===== src/rtl/atten_ctl_pkg.sv =====
package atten_ctl_pkg;
  localparam int FIELD_W  = 5;
  localparam int NUM_ATT  = 2;
  localparam int WORD_W   = FIELD_W * NUM_ATT;
  localparam int MAX_DB   = 28;
  localparam int SYNC_LEN = 2;

  typedef logic [FIELD_W-1:0] field_t;
  typedef logic [WORD_W-1:0]  word_t;
endpackage


===== src/rtl/pin_sync.sv =====
module pin_sync #(
  parameter int   STAGES  = 2,
  parameter logic RST_VAL = 1'b0
) (
  input  logic clk,
  input  logic rst,
  input  logic d_i,
  output logic q_o
);
  logic [STAGES-1:0] chain;

  always_ff @(posedge clk) begin
    if (rst) chain <= {STAGES{RST_VAL}};
    else     chain <= {chain[STAGES-2:0], d_i};
  end

  assign q_o = chain[STAGES-1];
endmodule


===== src/rtl/bit_shifter.sv =====
module bit_shifter #(
  parameter int W = 10
) (
  input  logic         clk,
  input  logic         rst,
  input  logic         shift_en,
  input  logic         bit_in,
  output logic [W-1:0] word_o,
  output logic [W-1:0] word_next_o
);
  logic [W-1:0] word_q;

  // new bits enter at the bottom, so the first bit sent ends up on top
  assign word_next_o = shift_en ? {word_q[W-2:0], bit_in} : word_q;

  always_ff @(posedge clk) begin
    if (rst) word_q <= '0;
    else     word_q <= word_next_o;
  end

  assign word_o = word_q;


  shift_order_chk: assert property (@(posedge clk) disable iff (rst)
    shift_en |=> (word_q[0] == $past(bit_in)) && (word_q[W-1:1] == $past(word_q[W-2:0])));
endmodule


===== src/rtl/code_to_db.sv =====
module code_to_db #(
  parameter int FW  = 5,
  parameter int LIM = 28
) (
  input  logic [FW-1:0] code_i,
  output logic [FW-1:0] db_o
);
  localparam logic [FW-1:0] FULL  = {FW{1'b1}};
  localparam logic [FW-1:0] LIMIT = FW'(LIM);

  logic [FW-1:0] raw_db;

  // active-low weights: every cleared bit adds its binary weight
  assign raw_db = FULL - code_i;
  assign db_o   = (raw_db > LIMIT) ? LIMIT : raw_db;
endmodule


===== src/rtl/atten_serial_ctl.sv =====
module atten_serial_ctl
  import atten_ctl_pkg::*;
#(
  parameter int FW  = FIELD_W,
  parameter int NA  = NUM_ATT,
  parameter int LIM = MAX_DB,
  parameter int SYN = SYNC_LEN
) (
  input  logic             clk,
  input  logic             rst,
  input  logic             ser_clk_i,
  input  logic             ser_dat_i,
  input  logic             ser_csn_i,
  input  logic             lpbk_en_n_i,
  output logic [FW*NA-1:0] att_code_o,
  output logic [FW*NA-1:0] att_db_o,
  output logic             lpbk_on_o,
  output logic             update_o
);
  localparam int WW   = FW * NA;
  localparam int NPIN = 4;
  localparam logic [NPIN-1:0] PIN_RST = 4'b1100; // lpbk_n, csn idle high

  logic [NPIN-1:0] pin_raw, pin_s;
  assign pin_raw = {lpbk_en_n_i, ser_csn_i, ser_dat_i, ser_clk_i};

  for (genvar p = 0; p < NPIN; p++) begin : g_sync
    pin_sync #(.STAGES(SYN), .RST_VAL(PIN_RST[p])) u_sync (
      .clk (clk),
      .rst (rst),
      .d_i (pin_raw[p]),
      .q_o (pin_s[p])
    );
  end

  logic sclk_s, dat_s, csn_s, lpn_s;
  assign {lpn_s, csn_s, dat_s, sclk_s} = pin_s;

  logic sclk_d, csn_d;
  always_ff @(posedge clk) begin
    if (rst) begin
      sclk_d <= 1'b0;
      csn_d  <= 1'b1;
    end else begin
      sclk_d <= sclk_s;
      csn_d  <= csn_s;
    end
  end

  logic sclk_rise, cs_rise;
  assign sclk_rise = sclk_s & ~sclk_d;
  assign cs_rise   = csn_s & ~csn_d;

  logic [WW-1:0] sh_word, sh_next;
  bit_shifter #(.W(WW)) u_shift (
    .clk         (clk),
    .rst         (rst),
    .shift_en    (sclk_rise),
    .bit_in      (dat_s),
    .word_o      (sh_word),
    .word_next_o (sh_next)
  );

  // decode the word as it will stand after this cycle's shift
  logic [WW-1:0] db_next;
  for (genvar a = 0; a < NA; a++) begin : g_dec
    code_to_db #(.FW(FW), .LIM(LIM)) u_dec (
      .code_i (sh_next[a*FW +: FW]),
      .db_o   (db_next[a*FW +: FW])
    );
  end

  localparam logic [FW-1:0] LIMV = FW'(LIM);

  logic [WW-1:0] code_q, db_q;
  logic          upd_q, lpbk_q;

  always_ff @(posedge clk) begin
    if (rst) begin
      code_q <= '0;
      db_q   <= {NA{LIMV}};
      upd_q  <= 1'b0;
      lpbk_q <= 1'b0;
    end else begin
      upd_q  <= cs_rise;
      lpbk_q <= ~lpn_s;
      if (cs_rise) begin
        code_q <= sh_next;
        db_q   <= db_next;
      end
    end
  end

  assign att_code_o = code_q;
  assign att_db_o   = db_q;
  assign update_o   = upd_q;
  assign lpbk_on_o  = lpbk_q;


  codes_hold_chk: assert property (@(posedge clk) disable iff (rst)
    (att_code_o != $past(att_code_o)) |-> update_o);


  update_pulse_chk: assert property (@(posedge clk) disable iff (rst)
    update_o |=> !update_o);

  for (genvar a = 0; a < NA; a++) begin : g_chk

    db_limit_chk: assert property (@(posedge clk) disable iff (rst)
      att_db_o[a*FW +: FW] <= LIMV);
  end


  reset_state_chk: assert property (@(posedge clk)
    $past(rst) |-> (att_code_o == '0) && !update_o && !lpbk_on_o);
endmodule


===== config.mk =====
export PLATFORM = sky130hd
export DESIGN_NAME = atten_serial_ctl
export DESIGN_NICKNAME = d
export VERILOG_FILES = /design/src/rtl/atten_ctl_pkg.sv /design/src/rtl/pin_sync.sv /design/src/rtl/bit_shifter.sv /design/src/rtl/code_to_db.sv /design/src/rtl/atten_serial_ctl.sv
export SDC_FILE = /design/constraint.sdc
export NUM_CORES = 1
export LEC_CHECK = 0
export BUFFER_PORTS_ARGS = -buffer_cell sky130_fd_sc_hd__buf_2
export CAP_MARGIN = 20
export CORE_ASPECT_RATIO = 0.8
export CORE_MARGIN = 1
export CORE_UTILIZATION = 48
export DETAILED_ROUTE_END_ITERATION = 10
export PLACE_DENSITY = 0.73
export SLEW_MARGIN = 20
export SYNTH_ARGS = -nofsm -noshare
export SYNTH_HDL_FRONTEND = slang
export SYNTH_SLANG_ARGS = --single-unit

===== constraint.sdc =====
create_clock -name clk -period 1.1 [get_ports clk]
set_input_delay 0 -clock clk [delete_from_list [all_inputs] [get_ports clk]]
set_output_delay 0 -clock clk [all_outputs]
set_load 0.01 [all_outputs]

==> reports/qor.yml, run 1 <==
status: "complete, but fails checks"
violations: "setup timing"
r2r_cells: 4
whs_ps: 102
synth_area_per_cell_um2: 11.2
relSlewSlack_pct: 79.8
via_per_inst: 5.18
slew_viol_final: 0
setup_violations: 26
tritoncts: "built"
grt_usage_pct: 18.0
area_delta_synth_final_pct: 37.9
slowest_stage: "dfxtp_4"
p_sw_mw: 0.580
crit_chain: "nor2b_4 > buf_12 > mux2_4 > o32ai_2"
r2r_start: "g_sync[0].u_sync.chain[1]$_SDFF_PP0_"
synth-seq-area-share_pct: 55.0
die_w_um: 65.1
fillCellCount: 221
ant_nets: 0
skew_ps: 3.44
place_congestion: 0.733
crit_path_start_kind: "register"
place_area_um2: 1740
antenna_found_initial: 0
min_period_over_period_pct: 115
r2r_end: "att_db_o[5]$_SDFFE_PP0P_"
die_h_um: 52.5
critical_path.max_stage_delay_ps: 370
wirelength_mm: 2.93
fin_ws_ps: -161
ios: 28
path_buf_inv: 1
hold_path.class: "in -> reg"
final_hold_viol_count: 0
clockBufferDepth: 2
post-route-cell-area_um2: 2110
dr.pass1.iters: 4
cts_root_buf: "clkbuf_8"
ys_warn_count: 0
drc: 0
synth.distinct_cells: 22
worstSkewPairLatency_ps: 290
fmax_ghz: 0.793
drive_gt1_share_pct: 46.9
syn_inst: 137
layout.nets: 186
ys_seq_elements: 42
endpoint_kind: "register"
via_count: 1123
p_sw_share_pct: 21.2
syn-num-nets: 143
die-area_um2: 3410
path_clk_slew_ps: 70
fin_util_pct: 72.8
start_util_pct: 52.8
portBuffers: 27
p_per_area_nw_per_um2: 1300
crit_arrival_ps: 1460
netlist_area_um2: 1530
rsz0062_at_grt: "true"
hpwl_mm: 1.85
grt_pass1_vias: 1045
path_delay_family: "flip-flops"
maxCapViolations: 0
clkPwrFrac_pct: 34.6
place_ws_ps: -245
final_common_cell: "dfxtp_1"
path_class: "reg -> reg"
grt_overflow: 0
cts.sinks: 42
finalCriticalPeriod_ps: 1260
core-area_um2: 2890
fp-row-count: 17
cts_made_buffers: 5
design_power_total_mw: 2.73
worstPathRequired_ps: 1300
crit_path_max_fanout: 5
drt_iter0_drc: 30
r2r_slack_ps: -160
wl_per_cell_um: 13.5
worst-path-stages: 4
ir_drop_v: 0.000860
htreeDepth: 2
cp-startpoint: "g_sync[0].u_sync.chain[1]$_SDFF_PP0_"
critPathCapture: "att_db_o[5]$_SDFFE_PP0P_"
leakage_nw: 0.823
comb_power_share_pct: 7.8
layout_common_cells: "dfxtp_1 (39), buf_2 (27), nor2_1 (21)"
grt_pass1_wl_mm: 4.50
tightest_slew_ps: 294
insertedDiodeCount: 0
intPower_mw: 2.15
p_seq_share_pct: 57.6
grt_max_degree: 26
## cell families (layout without fill, tap and decap cells)
kind of cell	Yosys count	in the layout	share of synthesized area, %
AO/OA/AOI/OAI	24	24	15.4
flip-flops	42	42	55.0
AND/OR/NAND/NOR	48	48	16.4
multiplexers	12	12	9.17
buffers and inverters	11	53	4.01
## cell type report
cell class	count	area, um2	area share, %
Multi-Input combinational cell	84	777	36.9
Timing Repair Buffer	45	343	16.3
Clock buffer	6	82.6	3.92
Tap cell	38	47.5	2.26
Sequential cell	42	850	40.3
Inverter	2	7.51	0.356
## registers in the layout, summed over array words and instances, names as in the netlist
signal and flops:
update_o 1, csn_d 1, sclk_d 1, att_code_o 10
u_shift.word_o 10, att_db_o 10, g_sync.u_sync.chain 8, lpbk_on_o 1
## cell usage after synthesis (all sizes together)
| master | count | area share (%) |
|---|---|---|
| nand2b | 2 | 0.82 |
| a211o | 6 | 3.4 |
| inv | 2 | 0.49 |
| dfxtp | 42 | 55 |
| o32ai | 4 | 2.8 |
| and2 | 6 | 2.5 |
| buf | 3 | 2.0 |
| nor2 | 21 | 5.2 |
| nor2b | 7 | 3.4 |
| and3b | 2 | 1.3 |
| nand2 | 5 | 1.2 |
| mux2 | 4 | 3.9 |
| a2111oi | 2 | 3.6 |
| mux2i | 8 | 5.2 |
| or2 | 5 | 2.0 |
| a21oi | 2 | 0.66 |
| clkbuf | 6 | 1.5 |
| a211oi | 10 | 4.9 |
## power by group through the flow
| stage | Clock (mW) | Sequential, mW | Combinational [mW] |
|---|---|---|---|
| after detailed placement | 0 | 1.61 | 0.157 |
| final | 0.945 | 1.57 | 0.213 |
| after CTS | 0.965 | 1.57 | 0.194 |
| after global routing | 1.04 | 1.58 | 0.231 |
| after floorplan | 0 | 1.62 | 0.0974 |
| after global placement | 0 | 1.61 | 0.154 |
## stage by stage
| stage | std cells | setup TNS (ps) |
|---|---|---|
| 2_1_floorplan | 137 | -544 |
| 3_3_place_gp | 201 | -4110 |
| 3_5_place_dp | 201 | -5060 |
| 4_1_cts | 215 | -2520 |
| 5_1_grt | 217 | -3730 |
| 6_report | 217 | -2630 |
## tightest hold or removal path, cell delays in order
cell and delay (ps):
buf_2 140, buf_4 170, a211oi_2 40
## metal layers
| metal | up-vias | global-route usage, % | share of wire [%] |
|---|---|---|---|
| li1 | 553 | - | - |
| met1 | 545 | 20.1 | 44 |
| met2 | 21 | 32.8 | 52 |
| met3 | 4 | 5.87 | 3.3 |
| met4 | 0 | 5.43 | 1.4 |
| met5 | - | 0 | 0 |
## worst min-delay path by stage
stage / endpoint / cells after the start / start
floorplan: g_sync[2].u_sync.chain[0]$_SDFF_PP1_ / 1 / ser_csn_i
global placement: g_sync[2].u_sync.chain[0]$_SDFF_PP1_ / 2 / ser_csn_i
detailed placement: g_sync[3].u_sync.chain[0]$_SDFF_PP1_ / 2 / lpbk_en_n_i
CTS: u_shift.word_o[0]$_SDFF_PP0_ / 3 / rst
global route: att_code_o[0]$_SDFFE_PP0P_ / 3 / rst
finish: att_code_o[0]$_SDFFE_PP0P_ / 3 / rst
## what timing repair did
action	CTS	global route
endpoints found under the setup margin	30	28
hold buffers	5	0
setup buffers	3	2
endpoints found under the hold margin	6	0
gates resized for setup	17	21
pin swaps	5	9
No activity file was read; power rests on OpenSTA's default activity.
==> inputs of run 2 (changes only) <==
- CORE_MARGIN: 1 -> 8
==> run 2 against run 1 <==
  * The flow still finishes with violations (setup timing)
  * Register-to-register slack got worse by 20 ps
  * Clock power up 24%
  * Worst hold slack better by 7.7 ps
  * Critical endpoint is now att_db_o[0]$_SDFFE_PP0P_
  * Utilization shrank 0.70 points
==> reports/qor.yml, run 2 (synthesis gave the netlist of run 1 again) <==
status: "complete, but fails checks"
violations: "setup timing"
crit_chain: "nor2b_4 > buf_4 > mux2_4 > o32ai_1"
r2r_start: "g_sync[0].u_sync.chain[1]$_SDFF_PP0_"
tightest_slew_ps: 351  # +56.6 ps
ir_drop_v: 0.00104  # +21%
area_delta_synth_final_pct: 44.6
worstSkewPairLatency_ps: 300  # about the same
start_util_pct: 49.9  # -2.9 points
die-area_um2: 5260  # +54%
die_w_um: 79.1  # +22%
grt_max_degree: 38  # +46%
die_h_um: 66.5  # +27%
endpoint_kind: "register"
drt_iter0_drc: 69  # +130%
final_hold_viol_count: 0  # unchanged
insertedDiodeCount: 0  # unchanged
clkPwrFrac_pct: 39.2  # +4.6 points
worstPathRequired_ps: 1300  # about the same
htreeDepth: 2  # unchanged
clockBufferDepth: 2  # unchanged
grt_usage_pct: 13.2  # -4.8 points
grt_pass1_wl_mm: 5.33  # +18%
wirelength_mm: 3.40  # +16%
critical_path.max_stage_delay_ps: 360  # about the same
cp-startpoint: "g_sync[0].u_sync.chain[1]$_SDFF_PP0_"
core-area_um2: 3060  # +5.9%
drc: 0  # unchanged
slew_viol_final: 0  # unchanged
maxCapViolations: 0  # unchanged
skew_ps: 5.44  # +2.00 ps
wl_per_cell_um: 14.8  # +9.8%
layout.cells.non_filler: 229  # +5.5%
rsz0062_at_grt: "true"
p_seq_share_pct: 52.9  # -4.7 points
relSlewSlack_pct: 76.6  # -3.2 points
final_common_cell: "dfxtp_1"
antenna_found_initial: 0  # unchanged
drive_gt1_share_pct: 49.7  # +2.8 points
layout.nets: 194  # +4.3%
crit_path_start_kind: "register"
hpwl_mm: 2.04  # +9.9%
crit_path_max_fanout: 4  # -1
post-route-cell-area_um2: 2210  # +4.9%
grt_overflow: 0  # unchanged
cts_made_buffers: 5  # unchanged
place_area_um2: 1750  # +0.43%
dp_cells: 202  # +0.50%
path_clk_slew_ps: 70  # about the same
grt_pass1_vias: 1154  # +10%
cts.sinks: 42  # unchanged
comb_power_share_pct: 8.0  # +0.2 points
portBuffers: 27  # unchanged
crit_arrival_ps: 1480  # +20 ps
p_sw_mw: 0.616  # +6.1%
dr.pass1.iters: 4  # unchanged
fp-row-count: 18  # +1
fin_setup_tns_ps: -2730  # -107 ps
layout_common_cells: "dfxtp_1 (39), buf_2 (27), nor2_1 (20), buf_4 (14), a211oi_2 (7)"
finalCriticalPeriod_ps: 1280  # +15.1 ps
setup_violations: 26  # unchanged
min_period_over_period_pct: 116  # +1.4 points
place_congestion: 0.733  # about the same
p_sw_share_pct: 20.7  # -0.59 points
ios: 28  # unchanged
place_ws_ps: -272  # -27.6 ps
intPower_mw: 2.36  # +9.9%
p_per_area_nw_per_um2: 1350  # +4.1%
holdCritStartpoint: "rst"
leakage_nw: 0.882  # +7.2%
slowest_stage: "dfxtp_2"
whs_ps: 110  # +7.69 ps
fin_ws_ps: -176  # -15.1 ps
fmax_ghz: 0.784  # -1.2%
ant_nets: 0  # unchanged
path_class: "reg -> reg"
tritoncts: "built"
hold_path.class: "in -> reg"
via_count: 1166  # +3.8%
via_per_inst: 5.09  # -1.6%
cts_root_buf: "clkbuf_8"
[run 2: cell count changes in the layout (fill, tap and decap cells not counted), sizes merged]
cell	delta
clkbuf	+2
dlygate4sd3	-1
bufinv	+1
buf	+8
[run 2: worst max-delay path, delay by kind of cell (launching register included)]
| kind | cells | cell delay (ps) |
|---|---|---|
| compound gates | 1 | 210 |
| buf+inv | 1 | 150 |
| mux | 1 | 290 |
| flops | 1 | 360 |
| simple gates | 1 | 180 |
[run 2: power by group through the flow]
stage                     registers (mW)  logic (mW)  clock network, mW
final                               1.58       0.237               1.17
after global routing                1.58       0.256               1.29
after CTS                           1.57       0.208               1.20
after detailed placement            1.61       0.162                  0
after global placement              1.61       0.158                  0
after floorplan                     1.62      0.0974                  0
[run 2: cell type report]
| cell class | instances | area, um2 |
|---|---|---|
| Fill cell | 231 | 853 |
| Sequential cell | 42 | 845 |
| Multi-Input combinational cell | 84 | 791 |
| Timing Repair Buffer | 53 | 410 |
| Clock buffer | 7 | 76.3 |
| Tap cell | 40 | 50.0 |
| Clock inverter | 1 | 30.0 |
| Inverter | 2 | 7.51 |
[run 2: routing by layer]
layer  vias up  track usage (%)  part of all wire [%]  routed length (um)
met1       562             13.6                    41                1390
li1        576                -                     -                   -
met3         4             6.72                   6.8                 232
met2        24             22.3                    51                1730
met4         0             5.53                   1.3                  44
met5         -                0                     0                   0
[run 2: final timing paths]
check / to / slack, ps / cells past startpoint
setup / recovery: att_db_o[0]$_SDFFE_PP0P_ / -180 / 4
hold / removal: att_code_o[0]$_SDFFE_PP0P_ / 110 / 3
setup reg to reg: att_db_o[0]$_SDFFE_PP0P_ / -180 / 4
hold reg to reg: lpbk_on_o$_SDFF_PP0_ / 390 / 1
[run 2: timing repair]
item | 4_1_cts | 5_1_grt
buffers inserted | 8 | 6
hold endpoints to repair | 4 | 0
pin swaps | 9 | 10
setup endpoints to repair | 30 | 30
hold buffers | 4 | 0
cloned | 0 | 1
gates resized for setup | 19 | 15
[run 2: per-stage QoR]
stage,power (mW),util (%)
2_1_floorplan,1.71,-
3_3_place_gp,1.77,57.1
3_5_place_dp,1.77,57.1
4_1_cts,2.98,67.5
5_1_grt,3.12,72.1
6_report,2.98,72.1
==> inputs of run 3 (changes only) <==
- MAX_ROUTING_LAYER: unset -> met4
==> run 3 against run 2 <==
  * The flow still finishes with violations (setup timing)
  * Global-route usage up 0.42 points
  * Clock-buffer cell count unchanged
  * Final cell count down 1.3%
  * Register-to-register slack about the same
  * First-iteration DRC count down 1.4%
  * Maximum frequency up 0.13%
  * Sequential power about the same
  * Critical path depth unchanged
  * Largest power group unchanged
==> reports/qor.yml, run 3 (synthesis gave the netlist of run 1 again) <==
endpoint_kind: "register"
path_clk_slew_ps: 70  # about the same
design_power_total_mw: 2.98  # about the same
fmax_ghz: 0.785  # +0.13%
antenna_found_initial: 0  # unchanged
cts_root_buf: "clkbuf_8"
wl_per_cell_um: 14.8  # +0.10%
min_period_over_period_pct: 116  # -0.15 points
via_count: 1158  # -0.69%
r2r_cells: 4  # unchanged
htreeDepth: 2  # unchanged
drt_iter0_drc: 68  # -1.4%
grt_max_degree: 38  # unchanged
wirelength_mm: 3.36  # -1.2%
grt_pass1_wl_mm: 5.33  # unchanged
crit_path_max_fanout: 4  # unchanged
via_per_inst: 5.12  # +0.63%
fin_util_pct: 71.2  # -0.94 points
skew_ps: 5.17  # -0.273 ps
r2r_start: "g_sync[0].u_sync.chain[1]$_SDFF_PP0_"
layout.nets: 191  # -1.5%
dr.pass1.iters: 4  # unchanged
start_util_pct: 49.9  # unchanged
tritoncts: "built"
dp_cells: 202  # unchanged
crit_arrival_ps: 1480  # about the same
final_common_cell: "dfxtp_1"
portBuffers: 27  # unchanged
die_w_um: 79.1  # unchanged
grt_overflow: 0  # unchanged
worstSkewPairLatency_ps: 300  # about the same
cp-startpoint: "g_sync[0].u_sync.chain[1]$_SDFF_PP0_"
cts.sinks: 42  # unchanged
insertedDiodeCount: 0  # unchanged
area_delta_synth_final_pct: 42.8
final_hold_viol_count: 0  # unchanged
die_h_um: 66.5  # unchanged
hold_path.class: "in -> reg"
met1_usage_pct: 14.1  # +0.56 points
status: "complete, but fails checks"
worstPathRequired_ps: 1310  # about the same
layout.cells.non_filler: 226  # -1.3%
tightest_slew_ps: 345  # -5.93 ps
slew_viol_final: 0  # unchanged
core-area_um2: 3060  # unchanged
min_path_cells: 3  # unchanged
die-area_um2: 5260  # unchanged
holdCritStartpoint: "rst"
place_congestion: 0.742  # +1.2%
hpwl_mm: 2.04  # unchanged
setup_violations: 26  # unchanged
path_class: "reg -> reg"
p_per_area_nw_per_um2: 1370  # +1.3%
rsz0062_at_grt: "true"
ios: 28  # unchanged
fin_setup_tns_ps: -2950  # -216 ps
met3_usage_pct: 6.05  # -0.67 points
leakage_nw: 0.863  # -2.2%
violations: "setup timing"
fp-row-count: 18  # unchanged
relSlewSlack_pct: 76.4  # -0.23 points
drc: 0  # unchanged
finalCriticalPeriod_ps: 1270  # -1.69 ps
grt_util_met2_pct: 22.2  # -0.10 points
busiest_layer: "met2"
cts_made_buffers: 5  # unchanged
layout_common_cells: "dfxtp_1 (39), buf_2 (27), nor2_1 (21), buf_4 (12), a211oi_2 (8)"
fin_ws_ps: -174  # +1.69 ps
crit_path_start_kind: "register"
grt_pass1_vias: 1157  # +0.26%
ir_drop_v: 0.00104  # +0.24%
grt_usage_pct: 13.6  # +0.42 points
drive_gt1_share_pct: 48.9  # -0.81 points
ant_nets: 0  # unchanged
maxCapViolations: 0  # unchanged
clockBufferDepth: 2  # unchanged
==> run 3: final cells by class <==
type / instances / area (um2)
repair buffers: 50 / 384
inverters: 2 / 7.51
well taps: 40 / 50.0
flip-flops and latches: 42 / 845
fillers: 238 / 882
clock inverters: 1 / 30.0
clock buffers: 7 / 76.3
multi-input cells: 84 / 788
==> run 3: what timing repair did <==
action                                  in CTS  in global routing
endpoints found under the setup margin      30                 30
setup buffers                                8                  3
cloned                                       0                  1
hold buffers                                 4                  0
resized for setup                           19                 13
pin swaps                                    9                 10
endpoints found under the hold margin        4                  0
==> run 3: power by group <==
group,internal (mW),switching (mW)
registers,1.56,0.0178
clock network,0.678,0.493
logic,0.124,0.108
==> run 3: critical path, stage by stage, from the launching register on <==
cell	delay, ps
dfxtp_2	360
nor2b_4	180
buf_4	150
mux2_4	290
o32ai_1	210
==> run 3: final timing paths <==
kind | endpoint | slack [ps]
min | g_sync[0].u_sync.chain[1]$_SDFF_PP0_ | 110
max reg2reg | att_db_o[0]$_SDFFE_PP0P_ | -170
min reg2reg | lpbk_on_o$_SDFF_PP0_ | 390
max | att_db_o[0]$_SDFFE_PP0P_ | -170
==> run 3: metrics by stage <==
stage          setup WS (ps)  instance area (um2)  hold slack (ps)
3_5_place_dp            -272                 1750              188
3_3_place_gp            -221                 1750              184
5_1_grt                 -200                 2180              122
2_1_floorplan           -129                 1540              104
6_report                -174                 2180              109
4_1_cts                 -189                 2070             96.7
==> run 3: routing by layer <==
| layer | vias to the layer above | wire, um | share of wire (%) |
|---|---|---|---|
| met3 | 4 | 185 | 5.5 |
| met1 | 565 | 1420 | 42 |
| met4 | 0 | 44 | 1.3 |
| met2 | 22 | 1710 | 51 |
| li1 | 567 | - | - |
| met5 | - | 0 | 0 |
